===== src/rtl/rxr_pkg.sv =====
package rxr_pkg;

    typedef enum logic [2:0] {
        ST_IDLE,
        ST_PTR,
        ST_CTL,
        ST_LIM,
        ST_DATA,
        ST_DROP,
        ST_INFO,
        ST_HASH
    } rx_state_e;

    localparam logic [2:0] RA_DESC_BASE = 3'd0;
    localparam logic [2:0] RA_STAT_BASE = 3'd1;
    localparam logic [2:0] RA_COUNT     = 3'd2;
    localparam logic [2:0] RA_PRODUCE   = 3'd3;
    localparam logic [2:0] RA_CONSUME   = 3'd4;
    localparam logic [2:0] RA_MAXLEN    = 3'd5;
    localparam logic [2:0] RA_FLAGS     = 3'd6;

    localparam int TRUNC_BIT = 16;

endpackage


===== src/rtl/rxr_regs.sv =====
module rxr_regs
    import rxr_pkg::*;
#(
    parameter int AW         = 32,
    parameter int IDX_W      = 8,
    parameter int CNT_W      = 12,
    parameter int MAXLEN_RST = 1536
) (
    input  logic             clk,
    input  logic             rst_n,
    input  logic             reg_we,
    input  logic [2:0]       reg_addr,
    input  logic [31:0]      reg_wdata,
    output logic [31:0]      reg_rdata,
    input  logic             prod_adv,
    input  logic [IDX_W-1:0] prod_next,
    input  logic             overrun_set,
    output logic [AW-1:0]    desc_base,
    output logic [AW-1:0]    stat_base,
    output logic [IDX_W-1:0] last_idx,
    output logic [IDX_W-1:0] prod_idx,
    output logic [IDX_W-1:0] cons_idx,
    output logic [CNT_W-1:0] max_len,
    output logic             overrun
);

    typedef struct packed {
        logic [AW-1:0]    desc_base;
        logic [AW-1:0]    stat_base;
        logic [IDX_W-1:0] last_idx;
        logic [IDX_W-1:0] prod;
        logic [IDX_W-1:0] cons;
        logic [CNT_W-1:0] max_len;
        logic             overrun;
    } regs_t;

    regs_t r_d, r_q;

    always_comb begin
        r_d = r_q;
        if (prod_adv) begin
            r_d.prod = prod_next;
        end
        if (reg_we) begin
            case (reg_addr)
                RA_DESC_BASE: r_d.desc_base = reg_wdata[AW-1:0];
                RA_STAT_BASE: r_d.stat_base = reg_wdata[AW-1:0];
                RA_COUNT:     r_d.last_idx  = reg_wdata[IDX_W-1:0];
                RA_CONSUME:   r_d.cons      = reg_wdata[IDX_W-1:0];
                RA_MAXLEN:    r_d.max_len   = reg_wdata[CNT_W-1:0];
                RA_FLAGS:     if (reg_wdata[0]) r_d.overrun = 1'b0;
                default:      ;
            endcase
        end
        // a drop in the same cycle as a clear keeps the flag set
        if (overrun_set) begin
            r_d.overrun = 1'b1;
        end
    end

    always_ff @(posedge clk) begin
        if (!rst_n) begin
            r_q         <= '0;
            r_q.max_len <= CNT_W'(MAXLEN_RST);
        end else begin
            r_q <= r_d;
        end
    end

    always_comb begin
        case (reg_addr)
            RA_DESC_BASE: reg_rdata = 32'(r_q.desc_base);
            RA_STAT_BASE: reg_rdata = 32'(r_q.stat_base);
            RA_COUNT:     reg_rdata = 32'(r_q.last_idx);
            RA_PRODUCE:   reg_rdata = 32'(r_q.prod);
            RA_CONSUME:   reg_rdata = 32'(r_q.cons);
            RA_MAXLEN:    reg_rdata = 32'(r_q.max_len);
            RA_FLAGS:     reg_rdata = {31'b0, r_q.overrun};
            default:      reg_rdata = '0;
        endcase
    end

    assign desc_base = r_q.desc_base;
    assign stat_base = r_q.stat_base;
    assign last_idx  = r_q.last_idx;
    assign prod_idx  = r_q.prod;
    assign cons_idx  = r_q.cons;
    assign max_len   = r_q.max_len;
    assign overrun   = r_q.overrun;

endmodule


===== src/rtl/rxr_ring_idx.sv =====
module rxr_ring_idx #(
    parameter int AW    = 32,
    parameter int IDX_W = 8
) (
    input  logic [AW-1:0]    desc_base,
    input  logic [AW-1:0]    stat_base,
    input  logic [IDX_W-1:0] last_idx,
    input  logic [IDX_W-1:0] prod_idx,
    input  logic [IDX_W-1:0] cons_idx,
    output logic [IDX_W-1:0] prod_next,
    output logic             ring_full,
    output logic [AW-1:0]    desc_addr,
    output logic [AW-1:0]    stat_addr
);

    // each ring entry occupies two 32-bit words in both arrays
    localparam int ENTRY_SHIFT = 3;

    logic [AW-1:0] entry_off;

    always_comb begin
        prod_next = (prod_idx == last_idx) ? '0 : prod_idx + 1'b1;
        ring_full = (prod_next == cons_idx);
        entry_off = AW'(prod_idx) << ENTRY_SHIFT;
        desc_addr = desc_base + entry_off;
        stat_addr = stat_base + entry_off;
    end

endmodule


===== src/rtl/rxr_frame_fsm.sv =====
module rxr_frame_fsm
    import rxr_pkg::*;
#(
    parameter int AW    = 32,
    parameter int LEN_W = 11,
    parameter int CNT_W = 12
) (
    input  logic             clk,
    input  logic             rst_n,
    input  logic             in_valid,
    input  logic [7:0]       in_data,
    input  logic             in_last,
    output logic             in_ready,
    output logic             mem_req,
    output logic             mem_we,
    output logic [AW-1:0]    mem_addr,
    output logic [3:0]       mem_be,
    output logic [31:0]      mem_wdata,
    input  logic [31:0]      mem_rdata,
    input  logic [AW-1:0]    desc_addr,
    input  logic [AW-1:0]    stat_addr,
    input  logic             ring_full,
    input  logic [CNT_W-1:0] max_len,
    output logic             prod_adv,
    output logic             overrun_set,
    output logic             frame_done
);

    typedef struct packed {
        rx_state_e        st;
        logic [AW-1:0]    ptr;
        logic [CNT_W-1:0] limit;
        logic [CNT_W-1:0] cnt;
        logic [31:0]      wbuf;
        logic             trunc;
        logic             done;
    } fsm_t;

    fsm_t s_d, s_q;

    logic [1:0]       lane;
    logic [4:0]       lane_sh;
    logic [31:0]      merged;
    logic [CNT_W-1:0] buf_sz;
    logic [CNT_W-1:0] cnt_inc;
    logic [31:0]      info;
    logic [3:0]       lane_be;

    always_comb begin
        lane    = s_q.cnt[1:0];
        lane_sh = {lane, 3'b000};
        merged  = (s_q.wbuf & ~(32'hFF << lane_sh)) | ({24'b0, in_data} << lane_sh);
        cnt_inc = s_q.cnt + 1'b1;
        buf_sz  = CNT_W'(mem_rdata[LEN_W-1:0]) + 1'b1;
        case (lane)
            2'd0:    lane_be = 4'b0001;
            2'd1:    lane_be = 4'b0011;
            2'd2:    lane_be = 4'b0111;
            default: lane_be = 4'b1111;
        endcase
        info = '0;
        info[LEN_W-1:0] = s_q.cnt[LEN_W-1:0] - 1'b1;
        info[TRUNC_BIT] = s_q.trunc;
    end

    always_comb begin
        s_d         = s_q;
        s_d.done    = 1'b0;
        in_ready    = 1'b0;
        mem_req     = 1'b0;
        mem_we      = 1'b0;
        mem_addr    = '0;
        mem_be      = '0;
        mem_wdata   = '0;
        prod_adv    = 1'b0;
        overrun_set = 1'b0;

        case (s_q.st)
            ST_IDLE: begin
                if (in_valid) begin
                    if (ring_full) begin
                        s_d.st      = ST_DROP;
                        overrun_set = 1'b1;
                    end else begin
                        s_d.st = ST_PTR;
                    end
                end
            end
            ST_PTR: begin
                mem_req  = 1'b1;
                mem_addr = desc_addr;
                s_d.st   = ST_CTL;
            end
            ST_CTL: begin
                mem_req  = 1'b1;
                mem_addr = desc_addr + AW'(4);
                s_d.ptr  = mem_rdata[AW-1:0];
                s_d.st   = ST_LIM;
            end
            ST_LIM: begin
                s_d.limit = (buf_sz < max_len) ? buf_sz : max_len;
                s_d.cnt   = '0;
                s_d.trunc = 1'b0;
                s_d.st    = ST_DATA;
            end
            ST_DATA: begin
                in_ready = 1'b1;
                if (in_valid) begin
                    if (s_q.cnt < s_q.limit) begin
                        s_d.cnt  = cnt_inc;
                        s_d.wbuf = merged;
                        if (lane == 2'd3 || in_last || cnt_inc == s_q.limit) begin
                            mem_req   = 1'b1;
                            mem_we    = 1'b1;
                            mem_addr  = s_q.ptr + AW'({s_q.cnt[CNT_W-1:2], 2'b00});
                            mem_be    = lane_be;
                            mem_wdata = merged;
                        end
                    end else begin
                        s_d.trunc = 1'b1;
                    end
                    if (in_last) begin
                        s_d.st = ST_INFO;
                    end
                end
            end
            ST_DROP: begin
                in_ready = 1'b1;
                if (in_valid && in_last) begin
                    s_d.st = ST_IDLE;
                end
            end
            ST_INFO: begin
                mem_req   = 1'b1;
                mem_we    = 1'b1;
                mem_addr  = stat_addr;
                mem_be    = 4'b1111;
                mem_wdata = info;
                s_d.st    = ST_HASH;
            end
            ST_HASH: begin
                mem_req   = 1'b1;
                mem_we    = 1'b1;
                mem_addr  = stat_addr + AW'(4);
                mem_be    = 4'b1111;
                mem_wdata = '0;
                prod_adv  = 1'b1;
                s_d.done  = 1'b1;
                s_d.st    = ST_IDLE;
            end
            default: s_d.st = ST_IDLE;
        endcase
    end

    always_ff @(posedge clk) begin
        if (!rst_n) begin
            s_q <= '0;
        end else begin
            s_q <= s_d;
        end
    end

    assign frame_done = s_q.done;

endmodule


===== src/rtl/rxr_ring_engine.sv =====
module rxr_ring_engine #(
    parameter int AW         = 32,
    parameter int IDX_W      = 8,
    parameter int LEN_W      = 11,
    parameter int MAXLEN_RST = 1536
) (
    input  logic        clk,
    input  logic        rst_n,
    input  logic        reg_we,
    input  logic [2:0]  reg_addr,
    input  logic [31:0] reg_wdata,
    output logic [31:0] reg_rdata,
    input  logic        in_valid,
    input  logic [7:0]  in_data,
    input  logic        in_last,
    output logic        in_ready,
    output logic        mem_req,
    output logic        mem_we,
    output logic [31:0] mem_addr,
    output logic [3:0]  mem_be,
    output logic [31:0] mem_wdata,
    input  logic [31:0] mem_rdata,
    output logic        frame_done,
    output logic        overrun
);

    localparam int CNT_W = LEN_W + 1;

    logic [AW-1:0]    desc_base, stat_base, desc_addr, stat_addr;
    logic [IDX_W-1:0] last_idx, prod_idx, cons_idx, prod_next;
    logic [CNT_W-1:0] max_len;
    logic             ring_full, prod_adv, overrun_set;
    logic [AW-1:0]    fsm_addr;

    rxr_regs #(
        .AW(AW), .IDX_W(IDX_W), .CNT_W(CNT_W), .MAXLEN_RST(MAXLEN_RST)
    ) u_regs (
        .clk(clk), .rst_n(rst_n),
        .reg_we(reg_we), .reg_addr(reg_addr), .reg_wdata(reg_wdata), .reg_rdata(reg_rdata),
        .prod_adv(prod_adv), .prod_next(prod_next), .overrun_set(overrun_set),
        .desc_base(desc_base), .stat_base(stat_base), .last_idx(last_idx),
        .prod_idx(prod_idx), .cons_idx(cons_idx), .max_len(max_len), .overrun(overrun)
    );

    rxr_ring_idx #(
        .AW(AW), .IDX_W(IDX_W)
    ) u_idx (
        .desc_base(desc_base), .stat_base(stat_base), .last_idx(last_idx),
        .prod_idx(prod_idx), .cons_idx(cons_idx), .prod_next(prod_next),
        .ring_full(ring_full), .desc_addr(desc_addr), .stat_addr(stat_addr)
    );

    rxr_frame_fsm #(
        .AW(AW), .LEN_W(LEN_W), .CNT_W(CNT_W)
    ) u_fsm (
        .clk(clk), .rst_n(rst_n),
        .in_valid(in_valid), .in_data(in_data), .in_last(in_last), .in_ready(in_ready),
        .mem_req(mem_req), .mem_we(mem_we), .mem_addr(fsm_addr), .mem_be(mem_be),
        .mem_wdata(mem_wdata), .mem_rdata(mem_rdata),
        .desc_addr(desc_addr), .stat_addr(stat_addr), .ring_full(ring_full),
        .max_len(max_len), .prod_adv(prod_adv), .overrun_set(overrun_set),
        .frame_done(frame_done)
    );

    assign mem_addr = 32'(fsm_addr);

endmodule


===== config.mk =====
export PLATFORM = sky130hd
export DESIGN_NAME = rxr_ring_engine
export DESIGN_NICKNAME = d
export VERILOG_FILES = /design/src/rtl/rxr_pkg.sv /design/src/rtl/rxr_regs.sv /design/src/rtl/rxr_ring_idx.sv /design/src/rtl/rxr_frame_fsm.sv /design/src/rtl/rxr_ring_engine.sv
export SDC_FILE = /design/constraint.sdc
export NUM_CORES = 1
export LEC_CHECK = 0
export BUFFER_PORTS_ARGS = -buffer_cell sky130_fd_sc_hd__buf_2
export CAP_MARGIN = 0
export CORE_MARGIN = 2
export CORE_UTILIZATION = 45
export CTS_CLUSTER_SIZE = 40
export DETAILED_ROUTE_END_ITERATION = 7
export GPL_TIMING_DRIVEN = 0
export PLACE_DENSITY = 0.72
export SLEW_MARGIN = 20
export SYNTH_ARGS = -nofsm -noshare
export SYNTH_HDL_FRONTEND = slang
export SYNTH_SLANG_ARGS = --single-unit

===== constraint.sdc =====
create_clock -name clk -period 5.7 [get_ports clk]
set_input_delay 0.57 -clock clk [delete_from_list [all_inputs] [get_ports clk]]
set_output_delay 0.57 -clock clk [all_outputs]
set_load 0.1 [all_outputs]

==> metrics <==
# hold bufs at CTS=0; Max Clk Rate=0.184 GHz; fraction of layout cells with a size suffix above 1=0.130; die height=183 um; Critical Path RT=a little over 5 ns; Die X=183 um; Max-Cap Viols=0; crit path DAT=between 4 and 5 ns; Min Hold Slack=0.343 ns; measured slew at the worst slew-check pin=1.12 ns; Top FF cell, synth=dfxtp_1; Leak=about 6.4 nW; initial antenna violation count=0; clk root buf=clkbuf_16; Synth top area share=0.270; row cnt=65; Ports=between 150 and 200; # diodes=0; critical-path maximum fanout=19; final setup vio count=0; FFs w/ async S/R, synth=0; Cell variety after synth=83; Core Box Area=0.0315 mm2; RSZ-0062 raised after global routing=false; critical path launch point type=register; DR vias/cell=6.05; final WL=52200 um; Detailed Routing Iterations Pass 1=8; met3 Use GR=0.0419; Reg2Reg Depth=13; Worst Setup End Kind=primary output; gr busiest metal=met2; port buffer count=176; Fillers=3059; Syn-to-layout area delta=14.1%; Total Power=3.52 mW; TritonCTS clock tree=built; post-synthesis area per instance=7.28 um2; met2 Usage GRT=0.495; # H-tree levels=4; slew margin rel.=0.250; Worst Hold Class=in2reg; final cycle utilization of the critical path=0.951; post-synthesis net count=2114; clk buf depth=2; # DRC=0; Synth Warn #=0; drt wl/cell=between 20 and 25 um; CP Class=reg2out; GR Util met1=0.408; Pwr Density=approximately 210 mW/mm2; initial drt markers=1970; Hold Fails Final Rpt=0; area leader, netlist=dfxtp_1; CTS Buf Count=17; Syn Inst Count=1975; post-synthesis cell area=0.0144 mm2; die area=between 0.03 and 0.04 mm2; hold path depth=3; Slew Viols, Final=0; status=complete, no violations; Peak VDD IR=0.208 mV; clock slew at reported path FFs=0.09 ns; ranking of synthesized cells by area=dfxtp_1 27%, nand2_1 9.7%, a21oi_1 7.6%; vias in the first global route=around 14000; Starting Density=0.457; post-route ant nets=0; flops & latches, synth=194; CTS sink count=194; Clock Latency Late Sink=about 0.46 ns; skew final=0.0138 ns; setup TNS=0 ns; Total GRT Usage=0.303; number of flops mapped to enable cells by yosys=0; global-route wire length before repair=~80000 um; post-synthesis sequential area ratio=0.270; postcts setup bufs=0; crit path time final=5.42 ns; via count=15600; pin count of the biggest net entering global routing=22; GRT Residual Overflow=0; DP Wirelength=40900 um; gp weighted congestion=0.986; fin nets=between 2000 and 2500
-- critical path: stages, from the launching register on --
cell,delay (ns)
dfxtp_1,0.30
buf_2,0.17
nand3_1,0.20
clkbuf_4,0.27
clkbuf_4,0.27
clkbuf_4,0.27
buf_6,0.24
nand2_1,0.08
nand2_1,0.08
ha_1,0.24
nand2_1,0.10
o21ai_1,0.23
a32o_1,0.29
and3_1,0.25
and2_1,0.14
clkbuf_1,0.22
nand4b_1,0.15
xor2_1,0.16
a21oi_1,0.22
o21ai_0,0.17
clkbuf_4,0.33
-- synthesized netlist by cell type (20+ instances only) --
master,n
ha_1,56
and3_1,25
o21ai_0,65
nand2_1,370
clkbuf_1,104
nand4_1,35
mux2i_1,24
nand3_1,47
o22ai_1,29
inv_1,44
xnor2_1,78
nor3_1,35
nand2b_1,21
nor2b_1,40
xor2_1,78
dfxtp_1,194
o211ai_1,23
a21oi_1,219
nor2_1,157
a22oi_1,49
a22o_1,22
buf_2,20
-- metrics by stage --
stage	setup slack (ns)	area (um2)	std cells	util
final	0.277	16400	2583	0.521
after global routing	0.0550	16400	2583	0.521
after CTS	0.0113	16400	2584	0.521
after detailed placement	-0.144	15800	2553	0.501
after global placement	-0.0640	15800	2553	0.501
after floorplan	-0.00198	14400	1975	-
-- layout by cell type, fill, tap and decap left out, types with 44 or more instances in the layout --
cell / Yosys / routed
buf_2: 20 / 187
nor2_1: 157 / 156
o21ai_0: 65 / 64
inv_1: 44 / 44
dfxtp_1: 194 / 194
clkbuf_1: 104 / 102
nand3_1: 47 / 47
xnor2_1: 78 / 78
a22oi_1: 49 / 49
ha_1: 56 / 56
a21oi_1: 219 / 219
xor2_1: 78 / 78
nand2_1: 370 / 369
-- sequential cells by signal, indices dropped and copies added (netlist names) --
| name | count |
|---|---|
| u_fsm.s_q | 89 |
| u_regs.max_len | 12 |
| u_fsm.info | 1 |
| u_fsm.frame_done | 1 |
| u_regs.stat_base | 32 |
| u_regs.prod_idx | 8 |
| u_regs.cons_idx | 8 |
| u_regs.last_idx | 8 |
| u_fsm.lane | 2 |
| u_regs.overrun | 1 |
| u_regs.desc_base | 32 |
-- kinds of logic (layout without fill, tap and decap cells) --
group,count (synthesis),after routing,synth area share
and+or+nand+nor,810,810,0.264
AOI/OAI and AO/OA,534,534,0.237
DFF,194,194,0.270
buffers and inverters,183,389,0.0499
xor gates and xnor gates,156,156,0.0950
adders and majority gates,59,59,0.0529
muxes,39,39,0.0318
-- layer usage --
layer  vias to the layer above  wire length [um]
li1                       7371                 -
met2                       857             23600
met3                       106              4800
met4                         0              1850
met5                         -                 0
met1                      7286             21900
-- worst paths after layout --
path                                                  from                                end  slack (ns)
worst max-delay path            u_fsm.s_q[90]$_SDFFE_PN0P_                       mem_addr[18]        0.28
worst min-delay path                         reg_wdata[29]  u_regs.desc_base[29]$_SDFFE_PN0P_        0.34
worst max register to register  u_fsm.lane[0]$_SDFFE_PN0P_         u_fsm.s_q[43]$_SDFFE_PN0P_        2.24
worst min register to register  u_fsm.s_q[58]$_SDFFE_PN0P_         u_fsm.s_q[58]$_SDFFE_PN0P_        0.47
-- power breakdown --
group	internal, mW	switching, mW
Combinational	0.194	0.604
Sequential	1.40	0.0553
Clock	0.599	0.668
Total	2.20	1.33
-- final cells by class --
type	count	area, um2	area share
multi-input cells	1598	9800	0.597
flip-flops and latches	194	3880	0.237
repair buffers	176	896	0.0546
plain buffers	136	557	0.0339
well taps	402	503	0.0306
clock buffers	17	425	0.0259
clock inverters	15	178	0.0108
inverters	45	169	0.0103
-- timing repair --
action | in CTS | in global routing
endpoints found under the setup margin | 12 | 10
gates resized for setup | 4 | 11
gates cloned | 0 | 0
(Power assumes the default switching activity.)
